==> src/rtl/cct_pkg.sv <==
package cct_pkg;
   localparam int ADDR_W  = 4;
   localparam int EXP_W   = 4;
   localparam int WCODE_W = 2;
   localparam int MAX_CH  = 4;

   localparam logic [ADDR_W-1:0] A_CMD   = 4'h0;
   localparam logic [ADDR_W-1:0] A_CFG   = 4'h1;
   localparam logic [ADDR_W-1:0] A_ENSET = 4'h2;
   localparam logic [ADDR_W-1:0] A_ENCLR = 4'h3;
   localparam logic [ADDR_W-1:0] A_EVT0  = 4'h4;
   localparam logic [ADDR_W-1:0] A_CC0   = 4'h8;

   localparam int B_START = 0;
   localparam int B_STOP  = 1;
   localparam int B_CLEAR = 2;
   localparam int B_CAP0  = 4;

   typedef struct packed {
      logic [WCODE_W-1:0] wcode;
      logic [EXP_W-1:0]   expo;
   } cfg_t;
endpackage

==> src/rtl/cct_prescaler.sv <==
module cct_prescaler #(
   parameter  int EXP_W = 4,
   localparam int PRE_W = (1 << EXP_W) - 1
) (
   input  logic             clk,
   input  logic             rst_n,
   input  logic             run,
   input  logic             restart,
   input  logic [EXP_W-1:0] expo,
   output logic             tick
);
   logic [PRE_W-1:0] pre;
   logic [PRE_W-1:0] low_mask;

   always_comb low_mask = ~({PRE_W{1'b1}} << expo);
   always_comb tick = run && ((pre & low_mask) == low_mask);

   always_ff @(posedge clk or negedge rst_n) begin
      if (!rst_n)       pre <= '0;
      else if (restart) pre <= '0;
      else              pre <= pre + 1'b1;
   end


   tick_gap_chk: assert property (@(posedge clk) disable iff (!rst_n)
      (tick && expo != '0 && !restart) |=> (!tick || expo != $past(expo)));
endmodule

==> src/rtl/cct_counter.sv <==
module cct_counter #(
   parameter int CNT_W     = 32,
   parameter int WCODE_W   = 2,
   parameter bit WIDTH_SEL = 1'b1
) (
   input  logic               clk,
   input  logic               rst_n,
   input  logic               tick,
   input  logic               clr,
   input  logic [WCODE_W-1:0] wcode,
   output logic [CNT_W-1:0]   cnt,
   output logic [CNT_W-1:0]   cnt_inc,
   output logic [CNT_W-1:0]   wmask,
   output logic               adv
);
   generate
      if (WIDTH_SEL) begin : g_sel
         always_comb begin
            wmask = '0;
            for (int b = 0; b < CNT_W; b++)
               if (b < 8 * (int'(wcode) + 1)) wmask[b] = 1'b1;
         end
      end else begin : g_fixed
         assign wmask = '1;
      end
   endgenerate

   always_comb adv     = tick && !clr;
   always_comb cnt_inc = (cnt + 1'b1) & wmask;

   always_ff @(posedge clk or negedge rst_n) begin
      if (!rst_n)    cnt <= '0;
      else if (clr)  cnt <= '0;
      else if (tick) cnt <= cnt_inc;
   end


   clear_zero_chk: assert property (@(posedge clk) disable iff (!rst_n)
      clr |=> (cnt == '0));

   hold_chk: assert property (@(posedge clk) disable iff (!rst_n)
      (!tick && !clr) |=> $stable(cnt));

   width_chk: assert property (@(posedge clk) disable iff (!rst_n)
      adv |=> ((cnt & ~$past(wmask)) == '0));
endmodule

==> src/rtl/cct_channel.sv <==
module cct_channel #(
   parameter int CNT_W = 32
) (
   input  logic             clk,
   input  logic             rst_n,
   input  logic             adv,
   input  logic [CNT_W-1:0] cnt,
   input  logic [CNT_W-1:0] cnt_inc,
   input  logic [CNT_W-1:0] wmask,
   input  logic             cap,
   input  logic             cc_we,
   input  logic [CNT_W-1:0] cc_wdata,
   input  logic             flag_clr,
   input  logic             en_set,
   input  logic             en_clr,
   output logic [CNT_W-1:0] cc,
   output logic             flag,
   output logic             en,
   output logic             req
);
   logic hit;

   always_comb hit = adv && (cnt_inc == (cc & wmask));
   always_comb req = flag && en;

   always_ff @(posedge clk or negedge rst_n) begin
      if (!rst_n)     cc <= '0;
      else if (cap)   cc <= cnt;
      else if (cc_we) cc <= cc_wdata;
   end

   always_ff @(posedge clk or negedge rst_n) begin
      if (!rst_n)        flag <= 1'b0;
      else if (hit)      flag <= 1'b1;
      else if (flag_clr) flag <= 1'b0;
   end

   always_ff @(posedge clk or negedge rst_n) begin
      if (!rst_n)      en <= 1'b0;
      else if (en_set) en <= 1'b1;
      else if (en_clr) en <= 1'b0;
   end


   capture_chk: assert property (@(posedge clk) disable iff (!rst_n)
      cap |=> (cc == $past(cnt)));

   sticky_chk: assert property (@(posedge clk) disable iff (!rst_n)
      (flag && !flag_clr) |=> flag);

   quiet_chk: assert property (@(posedge clk) disable iff (!rst_n)
      (!adv && !flag) |=> !flag);

   en_set_chk: assert property (@(posedge clk) disable iff (!rst_n)
      en_set |=> en);
endmodule

==> src/rtl/cc_timer.sv <==
module cc_timer #(
   parameter int CNT_W     = 32,
   parameter int NCH       = 4,
   parameter bit WIDTH_SEL = 1'b1
) (
   input  logic                      clk,
   input  logic                      rst_n,
   input  logic                      bus_we,
   input  logic [cct_pkg::ADDR_W-1:0] bus_addr,
   input  logic [CNT_W-1:0]          bus_wdata,
   output logic [CNT_W-1:0]          bus_rdata,
   output logic                      irq
);
   import cct_pkg::*;

   initial begin
      cnt_width_ok: assert (CNT_W >= 8 && CNT_W <= 32 && CNT_W % 8 == 0)
         else $error("CNT_W must be 8, 16, 24 or 32");
      ch_count_ok: assert (NCH >= 1 && NCH <= MAX_CH)
         else $error("NCH out of range");
   end

   logic                      wr_cmd, start_stb, stop_stb, clear_stb;
   logic                      running, tick, adv;
   cfg_t                      cfg;
   logic [CNT_W-1:0]          cnt, cnt_inc, wmask, rd_mux;
   logic [NCH-1:0]            cap, cc_we, flag_clr, en_set, en_clr;
   logic [NCH-1:0]            flags, ens, reqs;
   logic [NCH-1:0][CNT_W-1:0] cc;

   always_comb begin
      wr_cmd    = bus_we && bus_addr == A_CMD;
      start_stb = wr_cmd && bus_wdata[B_START];
      stop_stb  = wr_cmd && bus_wdata[B_STOP];
      clear_stb = wr_cmd && bus_wdata[B_CLEAR];
   end

   always_ff @(posedge clk or negedge rst_n) begin
      if (!rst_n)         running <= 1'b0;
      else if (stop_stb)  running <= 1'b0;
      else if (start_stb) running <= 1'b1;
   end

   always_ff @(posedge clk or negedge rst_n) begin
      if (!rst_n) cfg <= '0;
      else if (bus_we && bus_addr == A_CFG)
         cfg <= cfg_t'(bus_wdata[EXP_W+WCODE_W-1:0]);
   end

   cct_prescaler #(.EXP_W(EXP_W)) u_pre (
      .clk     (clk),
      .rst_n   (rst_n),
      .run     (running && !stop_stb),
      .restart (clear_stb || !running),
      .expo    (cfg.expo),
      .tick    (tick)
   );

   cct_counter #(.CNT_W(CNT_W), .WCODE_W(WCODE_W), .WIDTH_SEL(WIDTH_SEL)) u_cnt (
      .clk     (clk),
      .rst_n   (rst_n),
      .tick    (tick),
      .clr     (clear_stb),
      .wcode   (cfg.wcode),
      .cnt     (cnt),
      .cnt_inc (cnt_inc),
      .wmask   (wmask),
      .adv     (adv)
   );

   generate
      for (genvar i = 0; i < NCH; i++) begin : g_ch
         always_comb begin
            cap[i]      = wr_cmd && bus_wdata[B_CAP0+i];
            cc_we[i]    = bus_we && bus_addr == A_CC0 + ADDR_W'(i);
            flag_clr[i] = bus_we && bus_addr == A_EVT0 + ADDR_W'(i) && !bus_wdata[0];
            en_set[i]   = bus_we && bus_addr == A_ENSET && bus_wdata[i];
            en_clr[i]   = bus_we && bus_addr == A_ENCLR && bus_wdata[i];
         end

         cct_channel #(.CNT_W(CNT_W)) u_ch (
            .clk      (clk),
            .rst_n    (rst_n),
            .adv      (adv),
            .cnt      (cnt),
            .cnt_inc  (cnt_inc),
            .wmask    (wmask),
            .cap      (cap[i]),
            .cc_we    (cc_we[i]),
            .cc_wdata (bus_wdata),
            .flag_clr (flag_clr[i]),
            .en_set   (en_set[i]),
            .en_clr   (en_clr[i]),
            .cc       (cc[i]),
            .flag     (flags[i]),
            .en       (ens[i]),
            .req      (reqs[i])
         );
      end
   endgenerate

   always_comb irq = |reqs;

   always_comb begin
      rd_mux = '0;
      if (bus_addr == A_CMD) rd_mux = CNT_W'(running);
      if (bus_addr == A_CFG) rd_mux = CNT_W'(cfg);
      if (bus_addr == A_ENSET || bus_addr == A_ENCLR) rd_mux = CNT_W'(ens);
      for (int i = 0; i < NCH; i++) begin
         if (bus_addr == A_EVT0 + ADDR_W'(i)) rd_mux = CNT_W'(flags[i]);
         if (bus_addr == A_CC0 + ADDR_W'(i))  rd_mux = cc[i];
      end
   end

   always_ff @(posedge clk or negedge rst_n) begin
      if (!rst_n) bus_rdata <= '0;
      else        bus_rdata <= rd_mux;
   end


   stop_wins_chk: assert property (@(posedge clk) disable iff (!rst_n)
      stop_stb |=> !running);

   irq_quiet_chk: assert property (@(posedge clk) disable iff (!rst_n)
      (ens == '0) |-> !irq);
endmodule

==> config.mk <==
export PLATFORM = sky130hd
export DESIGN_NAME = cc_timer
export DESIGN_NICKNAME = d
export VERILOG_FILES = /design/src/rtl/cct_pkg.sv /design/src/rtl/cct_prescaler.sv /design/src/rtl/cct_counter.sv /design/src/rtl/cct_channel.sv /design/src/rtl/cc_timer.sv
export SDC_FILE = /design/constraint.sdc
export NUM_CORES = 1
export LEC_CHECK = 0
export ABC_CLOCK_PERIOD_IN_PS = 9750
export BUFFER_PORTS_ARGS = -buffer_cell sky130_fd_sc_hd__buf_2
export CORE_MARGIN = 4
export CORE_UTILIZATION = 55
export DETAILED_ROUTE_END_ITERATION = 16
export MAX_ROUTING_LAYER = met4
export PLACE_DENSITY_LB_ADDON = 0.3
export SYNTH_ARGS = -nofsm -noshare
export SYNTH_HDL_FRONTEND = slang
export SYNTH_SLANG_ARGS = --single-unit
export TNS_END_PERCENT = 100
==> constraint.sdc <==
create_clock -name clk -period 9.75 [get_ports clk]
set_clock_uncertainty 0.05 [all_clocks]
set_input_delay 0 -clock clk [delete_from_list [all_inputs] [get_ports clk]]
set_output_delay 0 -clock clk [all_outputs]
set_load 0.1 [all_outputs]
==> results.cfg, run 1 <==
[status]
status = finished clean

[sta]
drv_slew = 0
clock.fmax_mhz = 222
min_period_ns = 4.50
period_share = 0.462
final-setup-viol-count = 0
rsz0062_at_grt = false
tightest_slew_ns = 1.27
setup_tns_ns = 0
fin_hold_ws_ns = 0.00923
slew_headroom = 0.152
hold_viol = 0

[die]
fp.coreArea_um2 = 24200
ioPinCount = 72
die_area_um2 = 27200
fp.dieW_um = 165
floorplan.initialDensity = 0.559
die_y_um = 165
rows = 57

[pwr]
p_per_area_nw_per_um2 = 202
netSwitchingFraction = 0.365
finalPower_mw = 3.08
p_comb_frac = 0.240
internal-power_mw = 1.95
pwr-share-clk = 0.328
p_leak_nw = 6.70
max-vdd-ir-drop_mv = 0.171
power_frac_seq = 0.433
power_switching_mw = 1.12

[final_layout]
drive_above_1_share = 0.106
fillers = 2073
final_cell_mix = 340 x nand2_1, 222 x dfrtp_1, 183 x a22oi_1, 98 x nor2_1, 70 x buf_2
layout_commonest_cell = nand2_1
n_antenna_cell = 0
syn_to_final_growth_pct = 12.7
fin_nets = 1669

[global_routing]
grtUsageTotal = 0.383
antenna_found_initial = 0
grt_pass1_wl_mm = 77.9
grt_pass1_vias = 12996
grt_max_degree = 80
grt_overflow = 0

[synthesis]
avgSynthCellArea_um2 = 8.47
ys_seq_area_frac = 0.410
synth_xor_xnor_area_share = 0.0766
synthDistinctLibCells = 75
async_reset_ff_frac = 1.00
synthFlopType = dfrtp_1
yosys.area_share.simple = 0.230
synthMuxAreaShare = 0.0191
syn_nets = 1641
synth_adder_area_share = 0.00185
syn_inst = 1600
yosys_warnings = 0
synth-edff-count = 0
synth_top_family_by_area = simple AND/OR/NAND/NOR gates
synth_compound_area_frac = 0.218
synth_area_um2 = 13500
ys_seq_elements = 222

[run]
maxCapViolCount = 0

[clock_network]
clk_latency_ns = 0.54
cts_inserted_buffers = 25
clockBufferDepth = 3
post_cts_buffers = 0
clock-sinks = 222
clk_pin_slew_ns = 0.07
cts_tree = done
htree_num_levels = 1
cts_root_buf = clkbuf_16

[routing]
drtPass1Iterations = 6
drcViolationCount = 0
via_per_inst = 6.84
drtAntennaViolNets = 0
drtIter0Drc = 1853
drt_wl_total_mm = 50.6
num_vias = 13472
routedWlPerCell_um = 25.7

[critical_path]
endpoint_kind = register
start_kind = register
crit_arrival_ns = 4.88
required_ns = 10.13
critical_path_class = reg -> reg
cp_max_fo = 26

[min_path]
hold_class = in -> async

[placed_design]
gp_congestion = 1.00
port_buffers = 71
hpwl_mm = 34.0
## logic make-up (layout without fill, tap and decap cells)
logic type,Yosys count,in the layout
XOR/XNOR,109,109
adder cells (fa/ha/maj),2,2
flip-flops,222,222
AO/OA/AOI/OAI,418,418
AND/OR/NAND/NOR,671,671
buffers and inverters,153,200
multiplexers,25,25
## path summary, 6_finish.rpt
check | start | to | slack (ns) | cells after the start
worst max-delay path | u_cnt.cnt[3]$_DFFE_PN0P_ | g_ch[3].u_ch.flag$_DFFE_PN0P_ | 5.25 | 8
worst min-delay path | rst_n | g_ch[0].u_ch.cc[6]$_DFFE_PN0P_ | 0.009 | 2
worst max register to register | u_cnt.cnt[3]$_DFFE_PN0P_ | g_ch[3].u_ch.flag$_DFFE_PN0P_ | 5.25 | 8
worst min register to register | u_pre.pre[0]$_DFF_PN0_ | u_pre.pre[0]$_DFF_PN0_ | 0.47 | 1
max in group asynchronous | rst_n | u_cnt.cnt[26]$_DFFE_PN0P_ | 8.22 | 3
min in group clk | bus_wdata[16] | g_ch[2].u_ch.cc[16]$_DFFE_PN0P_ | 0.21 | 4
## sequential cells by signal (all words and copies together), names as in the netlist
name / cells
bus_rdata: 32
cfg: 6
g_ch.u_ch.cc: 128
g_ch.u_ch.en: 4
g_ch.u_ch.flag: 4
running: 1
u_cnt.cnt: 32
u_pre.pre: 15
## area by class of cell
| class | count | area (µm²) | area share |
|---|---|---|---|
| Clock buffer | 34 | 699 | 0.0458 |
| Clock inverter | 12 | 169 | 0.0111 |
| Inverter | 18 | 67.6 | 0.00443 |
| Multi-Input combinational cell | 1225 | 7420 | 0.486 |
| Sequential cell | 222 | 5560 | 0.364 |
| Tap cell | 324 | 405 | 0.0266 |
| Timing Repair Buffer | 136 | 951 | 0.0623 |
## critical path, stage by stage, from the launching register on
cell and delay (ns):
dfrtp_1 0.88, nand4_1 0.67, nor4_2 0.91, nand4_1 0.28
xor2_1 0.61, o311ai_0 0.20, nor4_1 0.36, nand3_1 0.12
o41ai_1 0.32
## per-stage QoR
stage / instances / worst slack [ns] / util / area [µm²]
2_1_floorplan: 1600 / 6.64 / - / 13500
3_3_place_gp: 1886 / 5.52 / 0.578 / 14000
3_5_place_dp: 1886 / 5.35 / 0.578 / 14000
4_1_cts: 1971 / 5.39 / 0.630 / 15300
5_1_grt: 1971 / 4.91 / 0.630 / 15300
6_report: 1971 / 5.25 / 0.630 / 15300
## cells in the mapped netlist (all sizes together) (28+ instances only)
master	number	area [µm²]
nand2	340	1280
dfrtp	222	5560
a22oi	183	1370
clkbuf	115	432
nor2	105	394
xnor2	68	596
o21ai	62	314
nand3	45	230
a21oi	44	220
xor2	35	307
nor3	30	155
nand4	28	190
## power groups by stage
stage	combinational, mW	sequential (mW)	clock, mW
CTS	0.728	1.32	1.01
floorplan	0.488	1.28	0
detailed placement	0.709	1.33	0
finish	0.737	1.33	1.01
global route	0.805	1.35	1.05
global placement	0.698	1.33	0
## what timing repair did
action / in CTS / in global routing
hold endpoints to repair: 224 / 0
hold buffers: 39 / 0
gates resized for setup: 0 / 0
## metal layers
| metal | wire (µm) | vias up | GRT usage |
|---|---|---|---|
| li1 | - | 5839 | - |
| met3 | 5430 | 161 | 0.0841 |
| met2 | 22800 | 878 | 0.581 |
| met5 | 0 | - | - |
| met1 | 20500 | 6594 | 0.519 |
| met4 | 1810 | 0 | 0.120 |
Power figures use the tool's default switching activity.
==> run 2: changes to the inputs <==
--- a/config.mk
+++ b/config.mk
@@ -5,7 +5,8 @@
 export SDC_FILE = /design/constraint.sdc
 export NUM_CORES = 1
 export LEC_CHECK = 0
-export ABC_CLOCK_PERIOD_IN_PS = 9750
+export ABC_AREA = 1
+export ABC_CLOCK_PERIOD_IN_PS = 4200
 export BUFFER_PORTS_ARGS = -buffer_cell sky130_fd_sc_hd__buf_2
 export CORE_MARGIN = 4
 export CORE_UTILIZATION = 55
==> constraint.sdc (replaced) <==
create_clock -name clk -period 4.2 [get_ports clk]
set_clock_uncertainty 0.05 [all_clocks]
set_input_delay 0 -clock clk [delete_from_list [all_inputs] [get_ports clk]]
set_output_delay 0 -clock clk [all_outputs]
set_load 0.1 [all_outputs]
==> run 2 against run 1 <==
  * Non-clock buffer count grew 7
  * Cell count increased by 14%
  * Routed wire length is 6.1% lower
  * Register-to-register slack worse by 4.2 ns
  * First-iteration DRC count is 6.4% higher
  * Combinational power increased to 3.6 times the previous value
  * Largest power group unchanged
  * Highest routed layer unchanged
==> results.cfg, run 2 <==
[status]
status = finished clean

[routing]
drtAntennaViolNets = 0
route.met2.wl_mm = 20.9
routedWlPerCell_um = 21.2
drcViolationCount = 0
num_vias = 14130
drt_wl_total_mm = 47.5
drtPass1Iterations = 7
drtIter0Drc = 1972
met1Wirelength_mm = 18.3
via_per_inst = 6.31
wl_met3_mm = 5.95
topRoutingLayerUsed = met4

[sta]
clock.fmax_mhz = 315
tightest_slew_ns = 1.03
setup_tns_ns = 0
slew_headroom = 0.309
drv_slew = 0
period_share = 0.755
final-setup-viol-count = 0
rsz0062_at_grt = false
hold_viol = 0
min_period_ns = 3.17

[pwr]
internal-power_mw = 4.69
p_per_area_nw_per_um2 = 516
p_leak_nw = 7.14
max-vdd-ir-drop_mv = 0.415
p_comb_frac = 0.339
power_switching_mw = 3.20
power_frac_seq = 0.384
netSwitchingFraction = 0.406
pwr-share-clk = 0.277

[clock_network]
clk_pin_slew_ns = 0.06
clockBufferDepth = 3
clock-sinks = 222
cts_tree = done
post_cts_buffers = 0
cts_root_buf = clkbuf_16
htree_num_levels = 1
cts_inserted_buffers = 25
clk_latency_ns = 0.54

[die]
ioPinCount = 72
fp.dieW_um = 164
rows = 56
die_y_um = 164
fp.coreArea_um2 = 23700
die_area_um2 = 26800
floorplan.initialDensity = 0.563

[global_routing]
grtUsageTotal = 0.364
grt_pass1_wl_mm = 74.6
grt_pass1_vias = 13476
grt_max_degree = 128
grt_overflow = 0
antenna_found_initial = 0

[min_path]
hold_class = in -> async

[final_layout]
syn_to_final_growth_pct = 14.8
regMostFlops = g_ch.u_ch.cc
largestRegisters = g_ch.u_ch.cc x128, bus_rdata x32, u_cnt.cnt x32
largest_reg_flops = 128
drive_above_1_share = 0.112
post-route-util = 0.647
layout_commonest_cell = nand2_1
fin_nets = 1943
n_antenna_cell = 0
final_cell_mix = 372 x nand2_1, 232 x inv_1, 221 x dfrtp_1, 175 x nor2_1, 136 x o21ai_0

[synthesis]
yosysMostFrequentCell = nand2_1
syn_nets = 1844
synth_area_um2 = 13300
synth-edff-count = 0
synthFlopType = dfrtp_1
async_reset_ff_frac = 1.00
synth.cells.most_frequent = 373 x nand2_1, 233 x inv_1, 222 x dfrtp_1
ys_seq_elements = 222
synthDistinctLibCells = 40
yosys_warnings = 0
syn_inst = 1803
synth.top_cell.area_share = 0.416
synth_area_leader_cell = dfrtp_1
avgSynthCellArea_um2 = 7.40
synthTopCellsByArea = dfrtp_1 42%, nand2_1 10%, inv_1 6.6%, o21ai_0 5.1%, nor2_1 5.1%
ys_seq_area_frac = 0.416

[placed_design]
hpwl_mm = 31.2
gp_congestion = 1.00
port_buffers = 71

[critical_path]
start_kind = register
required_ns = 4.61
timing.rr.start = u_cnt.cnt[0]$_DFFE_PN0P_
cp_max_fo = 12
crit_arrival_ns = 3.58
setup.worst_path.end = g_ch[1].u_ch.flag$_DFFE_PN0P_
rr_worst_depth = 10
critical_path_class = reg -> reg
regToRegSetupSlack_ns = 1.03
worstReg2RegEnd = g_ch[1].u_ch.flag$_DFFE_PN0P_
endpoint_kind = register
setup.worst_path.start = u_cnt.cnt[0]$_DFFE_PN0P_

[run]
maxCapViolCount = 0
run 2: changes by cell type in the layout (fill, tap and decap cells not counted), moves of 47 or more:
cell     delta
inv_1     +214
a22oi_1   -104
nand3_1    +83
nor2_1     +77
o21ai_0    +75
xnor2_1    -65
nand4_1    +47
run 2: worst min path at each step:
stage                                       to  cells after the start   from  slack [ns]
3_3_place_gp           bus_rdata[19]$_DFF_PN0_                      1  rst_n        0.04
5_1_grt                bus_rdata[19]$_DFF_PN0_                      2  rst_n        0.09
3_5_place_dp   g_ch[0].u_ch.cc[18]$_DFFE_PN0P_                      1  rst_n        0.03
2_1_floorplan           bus_rdata[0]$_DFF_PN0_                      0  rst_n       -0.35
6_report               bus_rdata[19]$_DFF_PN0_                      2  rst_n        0.03
4_1_cts                bus_rdata[19]$_DFF_PN0_                      2  rst_n        0.07
run 2: layer usage:
metal / up-vias / track usage
li1: 6340 / -
met1: 6595 / 0.496
met2: 978 / 0.540
met3: 217 / 0.0705
met4: 0 / 0.141
met5: - / -
run 2: power by group through the flow:
stage | logic [mW] | clock network (mW) | registers [mW]
2_1_floorplan | 1.74 | 0 | 3.13
3_3_place_gp | 2.53 | 0 | 3.03
3_5_place_dp | 2.56 | 0 | 3.05
4_1_cts | 2.63 | 2.21 | 3.01
5_1_grt | 2.94 | 2.30 | 3.09
6_report | 2.67 | 2.19 | 3.04
run 2: cell type report:
cell class / instances / area (µm²)
Fill cell: 2113 / 8370
Clock buffer: 38 / 744
Inverter: 243 / 912
Tap cell: 319 / 399
Clock inverter: 6 / 58.8
Timing Repair Buffer: 143 / 1050
Multi-Input combinational cell: 1267 / 6590
Sequential cell: 222 / 5560
run 2: stage by stage:
stage	area (µm²)	hold slack (ns)	setup slack (ns)	instances	total power [mW]
floorplan	13300	-0.346	1.67	1803	4.87
global placement	14000	0.0377	1.28	2146	5.56
detailed placement	14000	0.0331	1.10	2146	5.61
CTS	15300	0.0748	1.09	2238	7.85
global route	15300	0.0939	0.851	2238	8.33
finish	15300	0.0253	1.03	2238	7.90
run 2: critical path, stage by stage, from the launching register on:
cell and delay [ns]:
dfrtp_1 0.64, ha_1 0.34, nand2_1 0.18, nor2_4 0.25, xor2_1 0.48, xor2_1 0.14, nor2_1 0.15, nand3_1 0.15
nor3_1 0.45, nand4_1 0.15, o21ai_1 0.10
run 2: timing repair:
item	in CTS	in global routing
resized for setup	0	0
endpoints found under the hold margin	239	0
hold buffers	48	0
run 2: kinds of logic (layout without fill, tap and decap cells):
group,Yosys count,in the layout,share of synthesized area
AO/OA/AOI/OAI,402,402,0.191
XOR/XNOR,23,23,0.0151
adder cells (fa/ha/maj),2,2,0.00188
buffers and inverters,314,430,0.0904
flip-flops,222,222,0.416
AND/OR/NAND/NOR,840,840,0.285
